--- config.mk ---
export PLATFORM = sky130hd
export DESIGN_NAME = paged_pc
export DESIGN_NICKNAME = d
export VERILOG_FILES = /design/src/rtl/pcu_pkg.sv /design/src/rtl/pcu_select.sv /design/src/rtl/pcu_incr.sv /design/src/rtl/pcu_target.sv /design/src/rtl/paged_pc.sv
export SDC_FILE = /design/constraint.sdc
export NUM_CORES = 1
export LEC_CHECK = 0
export BUFFER_PORTS_ARGS = -buffer_cell sky130_fd_sc_hd__buf_4
export CAP_MARGIN = 30
export CORE_ASPECT_RATIO = 0.5
export CORE_MARGIN = 2
export CORE_UTILIZATION = 51
export CTS_CLUSTER_DIAMETER = 30
export DETAILED_ROUTE_END_ITERATION = 6
export GPL_TIMING_DRIVEN = 0
export PLACE_DENSITY_LB_ADDON = 0.08
export SETUP_SLACK_MARGIN = 0.4
export SYNTH_ARGS = -nofsm -noshare
export SYNTH_HDL_FRONTEND = slang
export SYNTH_HIERARCHICAL = 1
export SYNTH_SLANG_ARGS = --single-unit
--- constraint.sdc ---
create_clock -name clk -period 2.45 [get_ports clk]
set_clock_uncertainty 0.05 [all_clocks]
set_input_delay 0.3675 -clock clk [delete_from_list [all_inputs] [get_ports clk]]
set_output_delay 0.3675 -clock clk [all_outputs]
set_load 0.02 [all_outputs]
--- src/rtl/pcu_pkg.sv ---
package pcu_pkg;

    // Source of the next program counter value, ordered by priority
    typedef enum logic [2:0] {
        SRC_HOLD   = 3'd0,
        SRC_INC    = 3'd1,
        SRC_LOW    = 3'd2,
        SRC_BRANCH = 3'd3,
        SRC_RET    = 3'd4
    } pc_src_e;

endpackage

--- src/rtl/pcu_select.sv ---
module pcu_select
    import pcu_pkg::*;
(
    input  logic    inc_en,
    input  logic    jump_en,
    input  logic    call_en,
    input  logic    low_wr_en,
    input  logic    ret_en,
    output pc_src_e src
);

    // Priority: return, branch, low-byte write, increment
    always_comb begin
        if (ret_en)                  src = SRC_RET;
        else if (jump_en || call_en) src = SRC_BRANCH;
        else if (low_wr_en)          src = SRC_LOW;
        else if (inc_en)             src = SRC_INC;
        else                         src = SRC_HOLD;
    end

endmodule

--- src/rtl/pcu_incr.sv ---
module pcu_incr #(
    parameter int W = 13
) (
    input  logic [W-1:0] cur,
    output logic [W-1:0] nxt
);

    // Modulo-2^W increment; the carry out is dropped on purpose
    assign nxt = cur + {{(W-1){1'b0}}, 1'b1};

endmodule

--- src/rtl/pcu_target.sv ---
module pcu_target #(
    parameter int PC_W   = 13,
    parameter int DATA_W = 8,
    parameter int OPC_W  = 11
) (
    input  logic [PC_W-DATA_W-1:0] page,
    input  logic [OPC_W-1:0]       opc_target,
    input  logic [DATA_W-1:0]      low_data,
    output logic [PC_W-1:0]        branch_addr,
    output logic [PC_W-1:0]        low_addr
);

    localparam int LAT_W  = PC_W - DATA_W;
    localparam int PAGE_W = PC_W - OPC_W;

    // A branch takes only the top page bits of the latch
    assign branch_addr = {page[LAT_W-1 -: PAGE_W], opc_target};
    // A low-byte write takes the whole latch as the upper bits
    assign low_addr    = {page, low_data};

endmodule

--- src/rtl/paged_pc.sv ---
module paged_pc
    import pcu_pkg::*;
#(
    parameter int PC_W   = 13,
    parameter int DATA_W = 8,
    parameter int OPC_W  = 11
) (
    input  logic                   clk,
    input  logic                   rst_n,
    input  logic                   inc_en,
    input  logic                   jump_en,
    input  logic                   call_en,
    input  logic [OPC_W-1:0]       branch_target,
    input  logic                   low_wr_en,
    input  logic [DATA_W-1:0]      low_wr_data,
    input  logic                   ret_en,
    input  logic [PC_W-1:0]        ret_addr,
    input  logic                   latch_wr_en,
    input  logic [PC_W-DATA_W-1:0] latch_wr_data,
    output logic [PC_W-1:0]        fetch_addr,
    output logic [DATA_W-1:0]      low_rd_data,
    output logic [PC_W-1:0]        push_addr
);

    localparam int LAT_W = PC_W - DATA_W;

    typedef struct packed {
        logic [PC_W-1:0]  pc;
        logic [LAT_W-1:0] page;
    } pc_state_t;

    pc_state_t state_d, state_q;
    pc_src_e   src;
    logic [PC_W-1:0] seq_addr;
    logic [PC_W-1:0] branch_addr;
    logic [PC_W-1:0] low_addr;
    logic [LAT_W-1:0] page_val;

    pcu_select u_select (
        .inc_en    (inc_en),
        .jump_en   (jump_en),
        .call_en   (call_en),
        .low_wr_en (low_wr_en),
        .ret_en    (ret_en),
        .src       (src)
    );

    pcu_incr #(.W(PC_W)) u_incr (
        .cur (state_q.pc),
        .nxt (seq_addr)
    );

    pcu_target #(.PC_W(PC_W), .DATA_W(DATA_W), .OPC_W(OPC_W)) u_target (
        .page        (state_q.page),
        .opc_target  (branch_target),
        .low_data    (low_wr_data),
        .branch_addr (branch_addr),
        .low_addr    (low_addr)
    );

    always_comb begin
        state_d = state_q;
        unique case (src)
            SRC_RET:    state_d.pc = ret_addr;
            SRC_BRANCH: state_d.pc = branch_addr;
            SRC_LOW:    state_d.pc = low_addr;
            SRC_INC:    state_d.pc = seq_addr;
            default:    state_d.pc = state_q.pc;
        endcase
        if (latch_wr_en) begin
            state_d.page = latch_wr_data;
        end
    end

    always_ff @(posedge clk or negedge rst_n) begin
        if (!rst_n) begin
            state_q <= '0;
        end else begin
            state_q <= state_d;
        end
    end

    assign page_val    = state_q.page;
    assign fetch_addr  = state_q.pc;
    assign low_rd_data = state_q.pc[DATA_W-1:0];
    assign push_addr   = seq_addr;

endmodule

After elaboration in Yosys (flattened, before gate mapping)
Cells that the tools add are included.
- ROM bits: 0
- RAM bits: 0
- memories kept: 0
- register bits after elaboration: 18
- bits in latches: 0
- bits of input ports: 45
- $add $sub $neg: 1
- $mul: 0
- reductions and logical operators: 2
- mux-type cells: 5
- divide/modulo/power cells: 0
- eq/ne operators: 4
- bitwise gates (word level): 0
- order comparisons: 0
- shifts and indexed selects: 0
- operators by type and width (kind ; count):
    $pmux W13 S4 ; 1
    $add A13 B1 Y13 const B ; 1
    $mux W3 ; 3
    $eq A3 B2 Y1 const B ; 2
    $reduce_bool A4 Y1 ; 1
    $eq A3 B1 Y1 const B ; 1
    $eq A3 B3 Y1 const B ; 1
    $logic_or A1 B1 Y1 ; 1
    $mux W1 ; 1

Logic depth before layout (Yosys ltp)
Gate-level depths: netlist (run 1).
- depth after elaboration: 6
- mapped depth: 7

Modules after synthesis
The synthesis (run 1) kept the hierarchy.
- modules (own cells, without submodules) (module ; times used ; cells each ; area each (um^2)):
    paged_pc ; 1 ; 114 ; 1287.5
    pcu_incr ; 1 ; 31 ; 215.2
    pcu_target ; 1 ; 26 ; 195.2
    pcu_select ; 1 ; 6 ; 35.0

Worst setup path before layout (run 1)
Ideal clock, no wire load.
- path type: flip-flop to flip-flop
- start point: reg state_q (netlist bit fetch_addr[0])
- end point: reg state_q (netlist bit fetch_addr[10])
- library setup time: 0.094 ns
- data arrival time: 2.021 ns
- period minus slack after synthesis: 2.165 ns
- path slack: 0.285 ns
- buffers on the path: 0
- stages on the path, launching flop included: 7
- cells stage by stage: dfrtp_1 ha_1 nand4_2 nor3_1 xor2_1 mux2i_1 a221oi_2
- longest elaborated chain between the ends: 2
- ends and longest elaborated chain (what ; RTL line ; source):
    from (decl) ; paged_pc.sv:32 ; pc_state_t state_d, state_q;
    from (signal assigned) ; paged_pc.sv:79 ; state_q <= state_d;
    $add A13 B1 Y13 ; pcu_incr.sv:9 ; assign nxt = cur + {{(W-1){1'b0}}, 1'b1};
    via push_addr[10] ; paged_pc.sv:22 ; output logic [PC_W-1:0] push_addr
    $pmux W13 S4 ; paged_pc.sv:63 ; unique case (src)
The timed path passes the listed nets, and every way through them passes these cells.
A chain may end at the register's enable or synchronous reset.

Final worst setup path (run 1)
- start point: reg state_q (netlist bit fetch_addr[1])
- end point: out push_addr[10]
- longest elaborated chain between the ends: 1
- ends and longest elaborated chain (what ; RTL line):
    $add A13 B1 Y13 ; pcu_incr.sv:9
    to (decl) ; paged_pc.sv:22
No other way between the ends.

==> results of run 1 <==
[layout make-up]
class / instances / area (µm²)
Multi-Input combinational cell: 112 / 1020
Fill cell: 223 / 698
Timing Repair Buffer: 64 / 483
Sequential cell: 18 / 460
Buffer: 45 / 343
Clock buffer: 4 / 55.1
Tap cell: 40 / 50.0
Inverter: 2 / 7.51
[worst max-delay path by stage]
stage                              startpoint                         end  slack [ns]  cells after the start
finish              fetch_addr[1]$_DFFE_PN0P_               push_addr[10]        0.44                      5
floorplan           fetch_addr[1]$_DFFE_PN0P_  fetch_addr[10]$_DFFE_PN0P_        0.37                      6
detailed placement  fetch_addr[1]$_DFFE_PN0P_               push_addr[12]        0.34                      5
global route        fetch_addr[1]$_DFFE_PN0P_                push_addr[6]        0.37                      5
CTS                 fetch_addr[4]$_DFFE_PN0P_               push_addr[10]        0.41                      4
global placement    fetch_addr[1]$_DFFE_PN0P_               push_addr[12]        0.36                      5
[synth_stat cells, types with 2 or more instances]
library cell	count
buf_4	37
mux2i_1	22
dfrtp_1	18
nor2b_1	12
a211oi_1	11
a221oi_2	8
mux2_2	7
nand3_1	7
xnor2_1	6
nor2_1	5
xor2_1	5
buf_2	4
buf_6	4
nand4_1	4
nor3_1	4
a221oi_1	3
a21oi_1	2
and3_1	2
inv_1	2
nand2_1	2
nand2b_1	2
nor4bb_1	2
o21ai_0	2
[critical path, cell delays in order, from the launching register on]
cell and delay [ns]:
dfrtp_2 0.41, ha_4 0.18, nand4_4 0.16, nor3_4 0.20
xor2_2 0.21, buf_4 0.17
[cell usage in the layout (no fill, tap or decap), types with 2 or more instances in the layout]
master / count
buf_4: 100
mux2i_1: 22
nor2b_1: 12
a211oi_1: 11
dfrtp_1: 10
a221oi_2: 8
dfrtp_2: 8
mux2_2: 7
nand3_1: 6
nor2_1: 5
buf_2: 4
buf_6: 4
clkbuf_8: 4
nand4_1: 4
a221oi_1: 3
xnor2_2: 3
xor2_1: 3
xnor2_1: 3
nand2b_1: 2
nor4bb_1: 2
a21oi_1: 2
nor3_1: 2
o21ai_0: 2
nor3_4: 2
xor2_2: 2
inv_1: 2
and3_1: 2
nand2_1: 2
[through the flow]
stage | power, mW | util | std cells | hold slack [ns]
final | 1.57 | 0.776 | 285 | 0.290
after global routing | 1.64 | 0.776 | 285 | 0.287
after CTS | 1.55 | 0.766 | 285 | 0.286
after detailed placement | 1.25 | 0.719 | 276 | 0.207
after global placement | 1.23 | 0.719 | 276 | 0.207
after floorplan | 0.940 | - | 177 | 0.0219
[state kept, by name, indices dropped and copies added, names as in the netlist]
register / cells
fetch_addr: 13
page_val: 5
[kinds of logic after synthesis]
| logic type | Yosys count | synth area share |
|---|---|---|
| mux | 29 | 0.173 |
| fa+ha+maj | 1 | 0.00722 |
| compound gates | 28 | 0.153 |
| flops | 18 | 0.260 |
| buf+inv | 47 | 0.202 |
| simple gates | 43 | 0.149 |
| xor+xnor | 11 | 0.0556 |
[routing by layer]
layer,GRT usage,up-vias,part of all wire
met5,0,-,0
met4,0.0469,0,0.0056
met3,0.0494,6,0.066
met2,0.417,70,0.48
met1,0.306,770,0.45
li1,-,746,-
[where the power goes]
part	internal [mW]	leakage (nW)	switching (mW)	total, mW
registers	0.351	0.199	0.102	0.453
clock network	0.143	0.0288	0.110	0.253
logic	0.434	0.898	0.430	0.864
[what timing repair did]
| action | CTS | global route |
|---|---|---|
| endpoints found under the setup margin | 8 | 8 |
| buffers inserted | 4 | 0 |
| hold buffers | 1 | 0 |
| endpoints found under the hold margin | 18 | 0 |
| pin swaps | 2 | 2 |
| gates resized for setup | 11 | 9 |
==> results by group, run 1 <==
STA
  – Fin crit share: 0.822
  – Setup violators final: 0
  – Total Neg Setup Slack: 0 ns
  – Unrepaired setup endpoints after global routing: true
  – Rel. slew slack: 0.785
  – Final hold vios: 0
  – Pins over their slew limit: 0
  – Final WS setup: 0.436 ns
  – Max Fclk: 0.496 GHz
  – Fin crit period: 2.01 ns
  – Tightest Pin Transition: 0.323 ns

Die
  – Row cnt: 14
  – Core box area: 3120 µm²
  – Die width: 86.4 µm
  – Die Y-Extent: 45.2 µm
  – IO Pins: 79
  – Initial Util: 0.556
  – DIE AREA: 3910 µm²

Yosys
  – Yosys reg bits: 18
  – Register area share after synthesis: 0.260
  – Post-Syn Area: 1730 µm²
  – Async S/R FF share, synth: 1.00
  – Top cells by area, synth: dfrtp_1 (26%), buf_4 (16%), mux2i_1 (13%)
  – Post-synth EDFFs: 0
  – Yosys top cell area share: 0.260
  – Mean Syn Cell Area: 9.79 µm²
  – Syn nets: 223
  – Synth cell types: 29
  – Synth Flop Type: dfrtp_1
  – Cells after Synth: 177
  – Syn. warnings: 6
  – Yosys top cell by area: dfrtp_1

Run
  – Max cap viols: 0

Min path
  – Hold path start: latch_wr_data[0]
  – Class of the worst hold path: in2reg
  – Worst Hold End: page_val[0]$_DFFE_PN0P_
  – Hold depth: 2

Worst setup path
  – Reg2reg end: fetch_addr[11]$_DFFE_PN0P_
  – CP Max Fanout: 4
  – Arrival time of the worst setup path: 1.60 ns
  – Critical path data required time: 2.03 ns
  – Critical path class: reg2out
  – Reg2reg setup slack: 0.61 ns
  – FF-to-FF Start: fetch_addr[0]$_DFFE_PN0P_
  – Startpoint class of the critical path: flip-flop
  – Worst R2R Path Depth: 7
  – CP Capture Type: primary output

Global route
  – GR Util All Layers: 0.236
  – Vias in the first global route: 1507
  – Initial antenna violation count: 0
  – Global route total overflow: 0
  – Global-route wire length before repair: 6990 µm
  – Largest net degree at the start of global routing: 19

Drt
  – Drt wl/cell: 16.3 µm
  – Drt first pass iters: 4
  – DR vias/cell: 5.59
  – Final WL: 4660 µm
  – Drt first-iter violations: 64
  – Vias post-DR: 1592
  – Detail Route Antenna Nets: 0
  – # DRC: 0

Final layout
  – N_diodes: 0
  – Fin area: 2420 µm²
  – Area growth, synth to finish: 39.6%
  – Share of layout cells above drive strength 1: 0.604
  – Fin nets: 292

Pwr
  – Power Dens Cells: 649 nW/µm²
  – LEAKAGE: 1.13 nW
  – VDD IR max: 0.357 mV

Place
  – Pre-CTS setup slack: 0.340 ns
  – Buffers added on ports: 59
  – Placer Congestion: 0.869
  – Placed inst area: 2240 µm²
  – HPWL Detailed: 3450 µm

Run status
  – Status: finished clean

Clocking
  – Max clock buf depth: 2
  – CTS H-tree lvls: 1
  – CTS buffer count: 3
  – Clk Tree Root Cell: clkbuf_8
  – CTS tree: yes
  – Clock Latency Late Sink: 0.26 ns
  – Sinks on Clock Net: 18
  – Clock slew seen by the registers of the worst setup and hold paths: 0.07 ns
Power figures use the tool's default switching activity.
==> run 2, diff against run 1 <==
- CORE_UTILIZATION: 51 -> 43
- clock period: 2.45 -> 1.8 ns (I/O delays scaled with it)
==> results by group, run 2 (synthesis gave the netlist of run 1 again) <==
Drt
  – Drt wl/cell: 17.0 µm
  – Final WL: 5510 µm
  – Drt first pass iters: 4
  – Vias post-DR: 1678
  – Drt first-iter violations: 107
  – Detail Route Antenna Nets: 0
  – # DRC: 0
  – DR vias/cell: 5.18

STA
  – Setup violators final: 9
  – Fin crit period: 1.92 ns
  – Final WS setup: -0.115 ns
  – Rel. slew slack: 0.748
  – Final hold vios: 0
  – Tightest Pin Transition: 0.373 ns
  – Pins over their slew limit: 0
  – Fin crit share: 1.06
  – Max Fclk: 0.522 GHz
  – Unrepaired setup endpoints after global routing: true

Min path
  – Class of the worst hold path: in2reg

Place
  – Placer Congestion: 0.802
  – HPWL Detailed: 3390 µm
  – Buffers added on ports: 59
  – Placed inst area: 2360 µm²

Final layout
  – Fin area: 2920 µm²
  – N_diodes: 0
  – Leading cell types in the layout, fill and taps excluded: buf_4 (96), buf_6 (29), mux2i_1 (20)
  – Fin nets: 317
  – Area growth, synth to finish: 68.4%
  – Share of layout cells above drive strength 1: 0.726
  – Most common cell after layout, fill and taps aside: buf_4
  – Largest register FFs: 13

Pwr
  – VDD IR max: 0.452 mV
  – Total Power: 2.61 mW
  – Power Dens Cells: 893 nW/µm²
  – LEAKAGE: 1.33 nW

Global route
  – Largest net degree at the start of global routing: 19
  – Global-route wire length before repair: 7850 µm
  – Initial antenna violation count: 0
  – Global route total overflow: 0
  – GR Util All Layers: 0.222
  – Vias in the first global route: 1590

Clocking
  – Sinks on Clock Net: 18
  – Clk Tree Root Cell: clkbuf_8
  – Clock slew seen by the registers of the worst setup and hold paths: 0.08 ns
  – CTS tree: yes
  – Max clock buf depth: 2
  – CTS buffer count: 3
  – Clock Latency Late Sink: 0.26 ns
  – CTS H-tree lvls: 1

Worst setup path
  – Reg2reg setup slack: 0.03 ns
  – Startpoint class of the critical path: flip-flop
  – Arrival time of the worst setup path: 1.60 ns
  – CP Capture Type: primary output
  – Critical path data required time: 1.48 ns
  – Critical path class: reg2out
  – CP Max Fanout: 4

Run
  – Max cap viols: 0

Die
  – IO Pins: 79
  – Die Y-Extent: 48.9 µm
  – DIE AREA: 4580 µm²
  – Core box area: 3880 µm²
  – Row cnt: 16
  – Die width: 93.8 µm
  – Initial Util: 0.446

Run status
  – Failing checks: setup timing
  – Status: finished with violations
==> run 2: cell count changes in the layout (fill, tap and decap cells not counted), sizes merged <==
| cell | change |
|---|---|
| buf | +24 |
| clkbuf | +1 |
==> run 2: cell type report <==
cell class,count,area [µm²]
plain buffers,45,373
clock buffers,4,55.1
fillers,278,965
inverters,2,7.51
multi-input cells,112,1170
flip-flops and latches,18,464
well taps,54,67.6
repair buffers,89,777
==> run 2: critical path: stages (launching register included) <==
cell,delay (ns)
dfrtp_2,0.41
buf_4,0.12
and4_4,0.24
nand4_1,0.19
xnor2_2,0.21
buf_4,0.17
==> run 2: path summary, 6_finish.rpt <==
check                                          start                          to  cells after the start
hold / removal                      latch_wr_data[0]     page_val[0]$_DFFE_PN0P_                      2
min in group asynchronous                      rst_n     page_val[0]$_DFFE_PN0P_                      2
setup / recovery           fetch_addr[0]$_DFFE_PN0P_               push_addr[11]                      5
setup reg to reg           fetch_addr[0]$_DFFE_PN0P_  fetch_addr[11]$_DFFE_PN0P_                      7
hold reg to reg              page_val[1]$_DFFE_PN0P_     page_val[1]$_DFFE_PN0P_                      1
max in group asynchronous                      rst_n   fetch_addr[1]$_DFFE_PN0P_                      2
==> run 2: through the flow <==
stage,hold WS (ns),util,TNS [ns],instances,worst slack (ns)
6_report,0.187,0.752,-0.555,324,-0.115
5_1_grt,0.186,0.752,-1.18,324,-0.169
3_3_place_gp,0.112,0.608,0,290,0.0192
2_1_floorplan,-0.0756,-,-0.0113,177,-0.00382
4_1_cts,0.183,0.685,-0.255,308,-0.0707
3_5_place_dp,0.113,0.608,0,290,0.00732
==> run 2: power breakdown <==
part           internal [mW]  switching [mW]  leakage, nW  total [mW]
logic                  0.905           0.740         1.11        1.64
clock network          0.195           0.157       0.0288       0.352
registers              0.480           0.130        0.196       0.610
==> run 2: routing by layer <==
layer,up-vias,wire [µm],track usage
met1,814,2410,0.311
met2,54,2650,0.357
met5,-,0,0
li1,801,-,-
met4,0,64,0.0217
met3,9,386,0.0618
==> run 2: timing repair <==
action | in CTS | in global routing
setup buffers | 13 | 16
pin swaps | 12 | 13
hold buffers | 1 | 0
setup endpoints to repair | 26 | 33
gates resized for setup | 34 | 30
hold endpoints to repair | 18 | 0
